<file path="src/rtl/ptp_pkg.sv">
package ptp_pkg;
  localparam int ADDR_W  = 3;
  localparam int NUM_IVL = 2;
  localparam int NUM_SRC = 4;

  typedef enum logic [ADDR_W-1:0] {
    REG_SRC    = 3'd0,
    REG_ADDEND = 3'd1,
    REG_CEIL   = 3'd2,
    REG_PERIOD = 3'd3,
    REG_PRESC  = 3'd4,
    REG_IVL0   = 3'd5,
    REG_IVL1   = 3'd6
  } regAddr_e;

  localparam logic [1:0] SRC_SYSTEM = 2'd1;

  typedef struct packed {
    logic               tick;
    logic [NUM_IVL-1:0] ivlEn;
  } ctlStrobe_t;
endpackage

</file>
<file path="src/rtl/ptp_ctrl.sv">
module ptp_ctrl
  import ptp_pkg::*;
#(
  parameter int          DATA_W     = 32,
  parameter int          PRESC_W    = 16,
  parameter logic [31:0] ADDEND_RST = 32'h8000_0000,
  parameter logic [31:0] PERIOD_RST = 32'd10,
  parameter logic [15:0] PRESC_RST  = 16'd1
) (
  input  logic                           clk,
  input  logic                           rst,
  input  logic                           wrEn,
  input  logic [ADDR_W-1:0]              wrAddr,
  input  logic [DATA_W-1:0]              wrData,
  input  logic [NUM_SRC-1:0]             refTick,
  input  logic                           carry,
  output ctlStrobe_t                     strobe,
  output logic [DATA_W-1:0]              addendShadow,
  output logic [DATA_W-1:0]              ceilVal,
  output logic [DATA_W-1:0]              periodNs,
  output logic [PRESC_W-1:0]             prescEff,
  output logic [NUM_IVL-1:0][DATA_W-1:0] ivlPeriod,
  output logic                           outTick
);
  logic [1:0]         srcSel;
  logic [PRESC_W-1:0] prescReg;
  logic [PRESC_W-1:0] prescCnt;
  logic               wrapHit;

  always_ff @(posedge clk) begin
    if (rst) begin
      srcSel       <= SRC_SYSTEM;
      addendShadow <= ADDEND_RST[DATA_W-1:0];
      ceilVal      <= '1;
      periodNs     <= PERIOD_RST[DATA_W-1:0];
      prescReg     <= PRESC_RST[PRESC_W-1:0];
      ivlPeriod    <= '0;
    end else if (wrEn) begin
      case (regAddr_e'(wrAddr))
        REG_SRC:    srcSel       <= wrData[1:0];
        REG_ADDEND: addendShadow <= (wrData > ceilVal) ? ceilVal : wrData;
        REG_CEIL:   ceilVal      <= wrData;
        REG_PERIOD: periodNs     <= wrData;
        REG_PRESC:  prescReg     <= wrData[PRESC_W-1:0];
        REG_IVL0:   ivlPeriod[0] <= wrData;
        REG_IVL1:   ivlPeriod[1] <= wrData;
        default:    ;
      endcase
    end
  end

  assign prescEff = (prescReg == '0) ? PRESC_W'(1) : prescReg;
  assign wrapHit  = (prescCnt >= prescEff - PRESC_W'(1));

  always_ff @(posedge clk) begin
    if (rst) begin
      prescCnt <= '0;
      outTick  <= 1'b0;
    end else begin
      outTick <= carry && wrapHit;
      if (carry) begin
        prescCnt <= wrapHit ? '0 : prescCnt + PRESC_W'(1);
      end
    end
  end

  assign strobe.tick = refTick[srcSel];

  for (genvar gi = 0; gi < NUM_IVL; gi++) begin : g_en
    assign strobe.ivlEn[gi] = (ivlPeriod[gi] != '0);
  end
endmodule

</file>
<file path="src/rtl/ptp_interval.sv">
module ptp_interval #(
  parameter int DATA_W  = 32,
  parameter int PRESC_W = 16
) (
  input  logic               clk,
  input  logic               rst,
  input  logic               carry,
  input  logic               enable,
  input  logic [DATA_W-1:0]  periodNs,
  input  logic [DATA_W-1:0]  ivlNs,
  input  logic [PRESC_W-1:0] prescEff,
  output logic               pulse
);
  localparam int ELAP_W = DATA_W + 2;

  logic [ELAP_W-1:0]  elapsed;
  logic [ELAP_W-1:0]  elapsedNext;
  logic [ELAP_W-1:0]  threshold;
  logic [PRESC_W-1:0] widthCnt;
  logic               fire;

  assign threshold   = {2'b00, ivlNs} + {2'b00, periodNs};
  assign elapsedNext = elapsed + {2'b00, periodNs};
  assign fire        = enable && (elapsedNext >= threshold);

  always_ff @(posedge clk) begin
    if (rst) begin
      elapsed  <= '0;
      widthCnt <= '0;
    end else if (carry) begin
      if (!enable) begin
        elapsed  <= '0;
        widthCnt <= '0;
      end else if (fire) begin
        elapsed  <= elapsedNext - threshold;
        widthCnt <= prescEff;
      end else begin
        elapsed <= elapsedNext;
        if (widthCnt != '0) widthCnt <= widthCnt - PRESC_W'(1);
      end
    end
  end

  assign pulse = (widthCnt != '0);
endmodule

</file>
<file path="src/rtl/ptp_datapath.sv">
module ptp_datapath
  import ptp_pkg::*;
#(
  parameter int          TOD_W      = 64,
  parameter int          DATA_W     = 32,
  parameter int          PRESC_W    = 16,
  parameter logic [31:0] ADDEND_RST = 32'h8000_0000
) (
  input  logic                           clk,
  input  logic                           rst,
  input  ctlStrobe_t                     strobe,
  input  logic [DATA_W-1:0]              addendShadow,
  input  logic [DATA_W-1:0]              periodNs,
  input  logic [PRESC_W-1:0]             prescEff,
  input  logic [NUM_IVL-1:0][DATA_W-1:0] ivlPeriod,
  output logic                           carry,
  output logic [TOD_W-1:0]               todNs,
  output logic                           nomTick,
  output logic [NUM_IVL-1:0]             pulse
);
  logic [DATA_W-1:0] acc;
  logic [DATA_W-1:0] addActive;
  logic [DATA_W:0]   sumW;

  assign sumW  = {1'b0, acc} + {1'b0, addActive};
  assign carry = strobe.tick && sumW[DATA_W];

  always_ff @(posedge clk) begin
    if (rst) begin
      acc       <= '0;
      todNs     <= '0;
      nomTick   <= 1'b0;
      addActive <= ADDEND_RST[DATA_W-1:0];
    end else begin
      nomTick <= carry;
      if (strobe.tick) acc <= sumW[DATA_W-1:0];
      if (carry) begin
        todNs     <= todNs + {{(TOD_W-DATA_W){1'b0}}, periodNs};
        addActive <= addendShadow;
      end
    end
  end

  for (genvar gi = 0; gi < NUM_IVL; gi++) begin : g_ivl
    ptp_interval #(
      .DATA_W (DATA_W),
      .PRESC_W(PRESC_W)
    ) u_ivl (
      .clk     (clk),
      .rst     (rst),
      .carry   (carry),
      .enable  (strobe.ivlEn[gi]),
      .periodNs(periodNs),
      .ivlNs   (ivlPeriod[gi]),
      .prescEff(prescEff),
      .pulse   (pulse[gi])
    );
  end
endmodule

</file>
<file path="src/rtl/ptp_timer.sv">
module ptp_timer
  import ptp_pkg::*;
#(
  parameter int          TOD_W      = 64,
  parameter int          DATA_W     = 32,
  parameter int          PRESC_W    = 16,
  parameter logic [31:0] ADDEND_RST = 32'h8000_0000,
  parameter logic [31:0] PERIOD_RST = 32'd10,
  parameter logic [15:0] PRESC_RST  = 16'd1
) (
  input  logic              clk,
  input  logic              rst,
  input  logic              wrEn,
  input  logic [2:0]        wrAddr,
  input  logic [DATA_W-1:0] wrData,
  input  logic [3:0]        refTick,
  output logic [TOD_W-1:0]  todNs,
  output logic              nomTick,
  output logic              outTick,
  output logic              pulseA,
  output logic              pulseB
);
  ctlStrobe_t                     strobe;
  logic [DATA_W-1:0]              addendShadow;
  logic [DATA_W-1:0]              ceilVal;
  logic [DATA_W-1:0]              periodNs;
  logic [PRESC_W-1:0]             prescEff;
  logic [NUM_IVL-1:0][DATA_W-1:0] ivlPeriod;
  logic                           carry;
  logic [NUM_IVL-1:0]             pulse;

  ptp_ctrl #(
    .DATA_W    (DATA_W),
    .PRESC_W   (PRESC_W),
    .ADDEND_RST(ADDEND_RST),
    .PERIOD_RST(PERIOD_RST),
    .PRESC_RST (PRESC_RST)
  ) u_ctrl (
    .clk         (clk),
    .rst         (rst),
    .wrEn        (wrEn),
    .wrAddr      (wrAddr),
    .wrData      (wrData),
    .refTick     (refTick),
    .carry       (carry),
    .strobe      (strobe),
    .addendShadow(addendShadow),
    .ceilVal     (ceilVal),
    .periodNs    (periodNs),
    .prescEff    (prescEff),
    .ivlPeriod   (ivlPeriod),
    .outTick     (outTick)
  );

  ptp_datapath #(
    .TOD_W     (TOD_W),
    .DATA_W    (DATA_W),
    .PRESC_W   (PRESC_W),
    .ADDEND_RST(ADDEND_RST)
  ) u_dp (
    .clk         (clk),
    .rst         (rst),
    .strobe      (strobe),
    .addendShadow(addendShadow),
    .periodNs    (periodNs),
    .prescEff    (prescEff),
    .ivlPeriod   (ivlPeriod),
    .carry       (carry),
    .todNs       (todNs),
    .nomTick     (nomTick),
    .pulse       (pulse)
  );

  assign pulseA = pulse[0];
  assign pulseB = pulse[1];
endmodule

</file>
<file path="config.mk">
export PLATFORM = sky130hd
export DESIGN_NAME = ptp_timer
export DESIGN_NICKNAME = d
export VERILOG_FILES = /design/src/rtl/ptp_pkg.sv /design/src/rtl/ptp_ctrl.sv /design/src/rtl/ptp_interval.sv /design/src/rtl/ptp_datapath.sv /design/src/rtl/ptp_timer.sv
export SDC_FILE = /design/constraint.sdc
export NUM_CORES = 2
export LEC_CHECK = 0
export ABC_AREA = 1
export BUFFER_PORTS_ARGS = -buffer_cell sky130_fd_sc_hd__clkbuf_2
export CELL_PAD_IN_SITES_DETAIL_PLACEMENT = 0
export CELL_PAD_IN_SITES_GLOBAL_PLACEMENT = 1
export CORE_MARGIN = 2
export CORE_UTILIZATION = 45
export CTS_CLUSTER_DIAMETER = 150
export CTS_CLUSTER_SIZE = 10
export DETAILED_ROUTE_END_ITERATION = 16
export PLACE_DENSITY_LB_ADDON = 0.1
export SETUP_SLACK_MARGIN = 0.15
export SYNTH_ARGS = -nofsm -noshare
export SYNTH_HDL_FRONTEND = slang
export SYNTH_SLANG_ARGS = --single-unit
</file>
<file path="constraint.sdc">
create_clock -name clk -period 4.6 [get_ports clk]
set_clock_uncertainty 0.1 [all_clocks]
set_input_delay 0.92 -clock clk [delete_from_list [all_inputs] [get_ports clk]]
set_output_delay 0.92 -clock clk [all_outputs]
set_load 0.005 [all_outputs]
</file>
==> out/summary.log <==
INFO  placed_design  io_buffer_count=109
INFO  global_route   vias_in_the_first_global_route=34100
INFO  yosys          synth_enable_flop_cells=0
INFO  yosys          synth-seq-cells=424
INFO  worst_setup_path crit_path_max_fanout=7
INFO  die            placeableCoreArea=75800squm
INFO  global_route   antenna_found_initial=2
INFO  detailed_routing met2WireLength=58100microns
INFO  min_path       holdCritPathClass=reg -> reg
INFO  detailed_routing detail_route.wirelength.met1=60100microns
INFO  clocking       path_clk_slew=0.06ns
INFO  final_layout   post_route_cells_drive_above_1_share=16.1%
INFO  timing         tightestPinTransition=1.24ns
INFO  worst_setup_path crit_path_top_delay_cell=sky130_fd_sc_hd__fa_2
INFO  global_route   groute.usage.overall=31.4%
INFO  die            rows=101
INFO  detailed_routing antenna_violating_nets_post_route=0
INFO  worst_setup_path worst_setup_sp_type=register
INFO  yosys          synth_cells=5374
INFO  pwr            power_density=431nW/um^2
INFO  worst_setup_path critical-path-top-cell-by-count=sky130_fd_sc_hd__nand2_2
INFO  detailed_routing post-route-drc-count=0
INFO  clocking       ctsLongestPathBuffers=3
INFO  worst_setup_path cp-end-kind=register
INFO  worst_setup_path crit_path_buf_inv_count=3
INFO  detailed_routing first_iter_violations=2989
INFO  timing         final-setup-viol-count=0
INFO  worst_setup_path critPathMaxStageDelay=0.40ns
INFO  timing         max_clock_freq=225MHz
INFO  worst_setup_path ff2ff_path_depth=30
INFO  die            dieHeight=281microns
INFO  final_layout   final_util=55.6%
INFO  detailed_routing detailedRoute.firstPassIterationCount=6
INFO  detailed_routing topRoutingLayerUsed=met5
INFO  yosys          syn_area_per_cell=6.40squm
INFO  worst_setup_path required=4.99ns
INFO  placed_design  place_hpwl=99000microns
INFO  clocking       clkLatencyLatePin=0.64ns
INFO  global_route   grt_max_degree=159
INFO  worst_setup_path worstPathArrival=4.83ns
INFO  yosys          netlist_area_pre_place=34400squm
INFO  timing         grt_setup_unrepaired=yes
INFO  pwr            power_leakage=20.1nW
INFO  clocking       clk_root_buffer_cell=sky130_fd_sc_hd__clkbuf_16
INFO  pwr            ir_drop=0.339mV
INFO  yosys          synth_area_leaders=sky130_fd_sc_hd__dfxtp_1 25%, sky130_fd_sc_hd__nand2_1 13%, sky130_fd_sc_hd__ha_1 11%, sky130_fd_sc_hd__a21oi_1 9.3%, sky130_fd_sc_hd__inv_1 6.8%
INFO  clocking       tritoncts=built
INFO  worst_setup_path worst-path-stages=30
INFO  die            die_area=78700squm
INFO  detailed_routing met3_wirelength=7800microns
INFO  timing         period_needed=4.44ns
INFO  final_layout   areaGrowthSynthToFinish=22.4%
INFO  yosys          yosysTopAreaCellShare=24.7%
INFO  global_route   gr-total-overflow=0
INFO  yosys          ys_seq_area_share=24.7%
INFO  yosys          mappedNetlistNets=5734
INFO  min_path       holdPathStages=2
INFO  timing         hold_viol=0
INFO  yosys          yosysTopAreaCell=sky130_fd_sc_hd__dfxtp_1
INFO  detailed_routing viasPerCell=5.52
INFO  yosys          async_set_reset_flop_share_out_of_synthesis=0%
INFO  global_route   first_pass_grt_wire_length=194000microns
INFO  final_layout   post-route-cell-area=42100squm
INFO  detailed_routing finalWirelength=130000microns
INFO  die            chipWidth=281microns
INFO  yosys          synthDistinctLibCells=57
INFO  timing         post-route-period-util=96.5%
INFO  detailed_routing detailroute.via_count=37200
INFO  clocking       cts-htree-levels=2
INFO  detailed_routing routed_wire_length_per_instance=19.3microns
INFO  placed_design  globalplace.congestion=0.966
INFO  yosys          yosys_warnings=0
INFO  worst_setup_path cp_top_family=simple AND/OR/NAND/NOR gates
INFO  clocking       tritoncts.num_buffers=48
INFO  die            ios=110
INFO  worst_setup_path setup.worst_path.class=reg -> reg
INFO  outcome        status=completed
INFO  yosys          synth_flop_cell=sky130_fd_sc_hd__dfxtp_1
INFO  final_layout   final_nets=6118
INFO  placed_design  detailed_place.area=38300squm
INFO  clocking       cts_num_sinks=424
INFO  die            initial_utilization=45.4%
INFO  timing         relative_slew_margins=17.2%
INFO  timing         slew_viol_final=0
INFO  run            number_of_max_cap_violations=0
-- synthesized netlist by cell type (2+ instances only) --
cell type	n
sky130_fd_sc_hd__ha_1	310
sky130_fd_sc_hd__o21a_1	21
sky130_fd_sc_hd__nor4_1	29
sky130_fd_sc_hd__o21ai_0	389
sky130_fd_sc_hd__nor2_1	577
sky130_fd_sc_hd__buf_6	4
sky130_fd_sc_hd__xnor2_1	99
sky130_fd_sc_hd__a21oi_1	641
sky130_fd_sc_hd__and3_1	6
sky130_fd_sc_hd__o21bai_1	37
sky130_fd_sc_hd__o211ai_1	47
sky130_fd_sc_hd__nand2_1	1169
sky130_fd_sc_hd__clkbuf_1	89
sky130_fd_sc_hd__clkinv_1	3
sky130_fd_sc_hd__buf_1	10
sky130_fd_sc_hd__a211oi_1	2
sky130_fd_sc_hd__o31ai_1	2
sky130_fd_sc_hd__dfxtp_1	424
sky130_fd_sc_hd__fa_1	8
sky130_fd_sc_hd__nand3_1	358
sky130_fd_sc_hd__nor3_2	2
sky130_fd_sc_hd__a21boi_0	10
sky130_fd_sc_hd__o21ai_1	11
sky130_fd_sc_hd__nand3_2	3
sky130_fd_sc_hd__nand4_1	47
sky130_fd_sc_hd__nor4_2	2
sky130_fd_sc_hd__nor3b_1	7
sky130_fd_sc_hd__nor2_2	4
sky130_fd_sc_hd__nand3b_1	20
sky130_fd_sc_hd__or3_1	2
sky130_fd_sc_hd__or2_1	2
sky130_fd_sc_hd__inv_2	4
sky130_fd_sc_hd__xor2_1	150
sky130_fd_sc_hd__nor3_1	84
sky130_fd_sc_hd__nor2_4	2
sky130_fd_sc_hd__buf_2	39
sky130_fd_sc_hd__a21o_1	47
sky130_fd_sc_hd__or2_2	10
sky130_fd_sc_hd__inv_1	622
sky130_fd_sc_hd__buf_4	15
sky130_fd_sc_hd__a31oi_1	39
sky130_fd_sc_hd__nand2_2	8
sky130_fd_sc_hd__o221ai_1	5
-- routing by layer --
layer  up-vias  GRT usage [%]
li1      18600              -
met1     17300           44.9
met2      1044           50.2
met3       183           2.77
met4         2           8.61
met5         -              0
-- state kept, by name (all words and copies together) (netlist names), 16 cells and up --
name	count
u_dp.g_ivl.u_ivl.elapsed	68
u_ctrl.periodNs	32
u_dp.todNs	64
u_ctrl.ivlPeriod	64
u_ctrl.addendShadow	32
u_ctrl.prescReg	16
u_dp.acc	32
u_dp.addActive	32
u_dp.g_ivl.u_ivl.widthCnt	32
u_ctrl.prescCnt	16
u_ctrl.ceilVal	32
-- where the power goes --
part	switching, mW	leakage [nW]	total, mW	internal, mW
combinational	6.20	16.0	10.4	4.16
clock	1.67	0.628	3.53	1.86
sequential	0.269	3.46	4.24	3.97
-- cell type report --
cell class / instances / area (sq um)
inverter: 629 / 2370
clock inverter: 4 / 88.8
clock buffer: 48 / 1200
antenna: 1 / 2.50
sequential: 424 / 8530
fill: 7714 / 33700
tap: 978 / 1220
multi-input combinational: 4164 / 24700
timing repair buffer: 491 / 3990
-- kinds of logic after synthesis --
family,Yosys count,synth area share [%]
buffers and inverters,786,8.97
flip-flops,424,24.7
AND/OR/NAND/NOR,2336,28.4
AO/OA/AOI/OAI,1261,19.9
adder cells (fa/ha/maj),318,11.7
XOR/XNOR,249,6.34
-- stage by stage --
step | power [mW] | setup TNS (ns) | hold WS [ns] | worst slack, ns | std cells
after global routing | 19.3 | -0.129 | 0.383 | -0.0567 | 6738
after detailed placement | 12.7 | -10.02 | 0.353 | -0.284 | 6641
after CTS | 16.5 | 0 | 0.362 | 0.123 | 6703
after floorplan | 9.75 | 0 | 0.329 | 0.607 | 5374
after global placement | 12.7 | -6.71 | 0.352 | -0.200 | 6641
final | 18.1 | 0 | 0.363 | 0.159 | 6739
-- cell usage in the layout (no fill, tap or decap), types with 12 or more instances in the layout --
cell type,instances
sky130_fd_sc_hd__nand2_1,1111
sky130_fd_sc_hd__inv_1,613
sky130_fd_sc_hd__a21oi_1,551
sky130_fd_sc_hd__nor2_1,550
sky130_fd_sc_hd__dfxtp_1,405
sky130_fd_sc_hd__o21ai_0,353
sky130_fd_sc_hd__buf_4,335
sky130_fd_sc_hd__nand3_1,333
sky130_fd_sc_hd__ha_1,260
sky130_fd_sc_hd__xor2_1,132
sky130_fd_sc_hd__clkbuf_2,108
sky130_fd_sc_hd__xnor2_1,90
sky130_fd_sc_hd__a21oi_2,80
sky130_fd_sc_hd__nor3_1,76
sky130_fd_sc_hd__nand2_2,56
sky130_fd_sc_hd__clkbuf_16,55
sky130_fd_sc_hd__a21o_1,47
sky130_fd_sc_hd__nand4_1,47
sky130_fd_sc_hd__o211ai_1,47
sky130_fd_sc_hd__ha_4,39
sky130_fd_sc_hd__o21ai_1,38
sky130_fd_sc_hd__o21bai_1,36
sky130_fd_sc_hd__a31oi_1,34
sky130_fd_sc_hd__nor4_1,28
sky130_fd_sc_hd__buf_12,26
sky130_fd_sc_hd__nand3_2,23
sky130_fd_sc_hd__o21a_1,21
sky130_fd_sc_hd__nand3b_1,20
sky130_fd_sc_hd__nor2_2,17
sky130_fd_sc_hd__xor2_2,16
sky130_fd_sc_hd__nor2_4,16
sky130_fd_sc_hd__dfxtp_2,13
sky130_fd_sc_hd__a21oi_4,12
sky130_fd_sc_hd__inv_2,12
-- worst paths after layout --
kind,startpoint,endpoint,slack (ns)
setup / recovery,u_ctrl.periodNs[0],u_dp.g_ivl[1].u_ivl.widthCnt[0],0.16
hold / removal,u_ctrl.addendShadow[14],u_ctrl.addendShadow[14],0.36
hold reg to reg,u_ctrl.addendShadow[14],u_ctrl.addendShadow[14],0.36
setup reg to reg,u_ctrl.periodNs[0],u_dp.g_ivl[1].u_ivl.widthCnt[0],0.16
-- worst min-delay path, cell delays in order (launching register included) --
cell                      delay [ns]
sky130_fd_sc_hd__dfxtp_1        0.31
sky130_fd_sc_hd__nand2_1        0.06
sky130_fd_sc_hd__a21oi_1        0.05
-- repair_timing --
action                     in CTS  in global routing
setup endpoints to repair     100                100
gates cloned                    4                  9
hold buffers                    0                  0
hold endpoints to repair        0                  0
pin swaps                      24                112
setup buffers                   6                 26
resized for setup              81                377
Note: power is estimated with default switching activity, not from simulation.
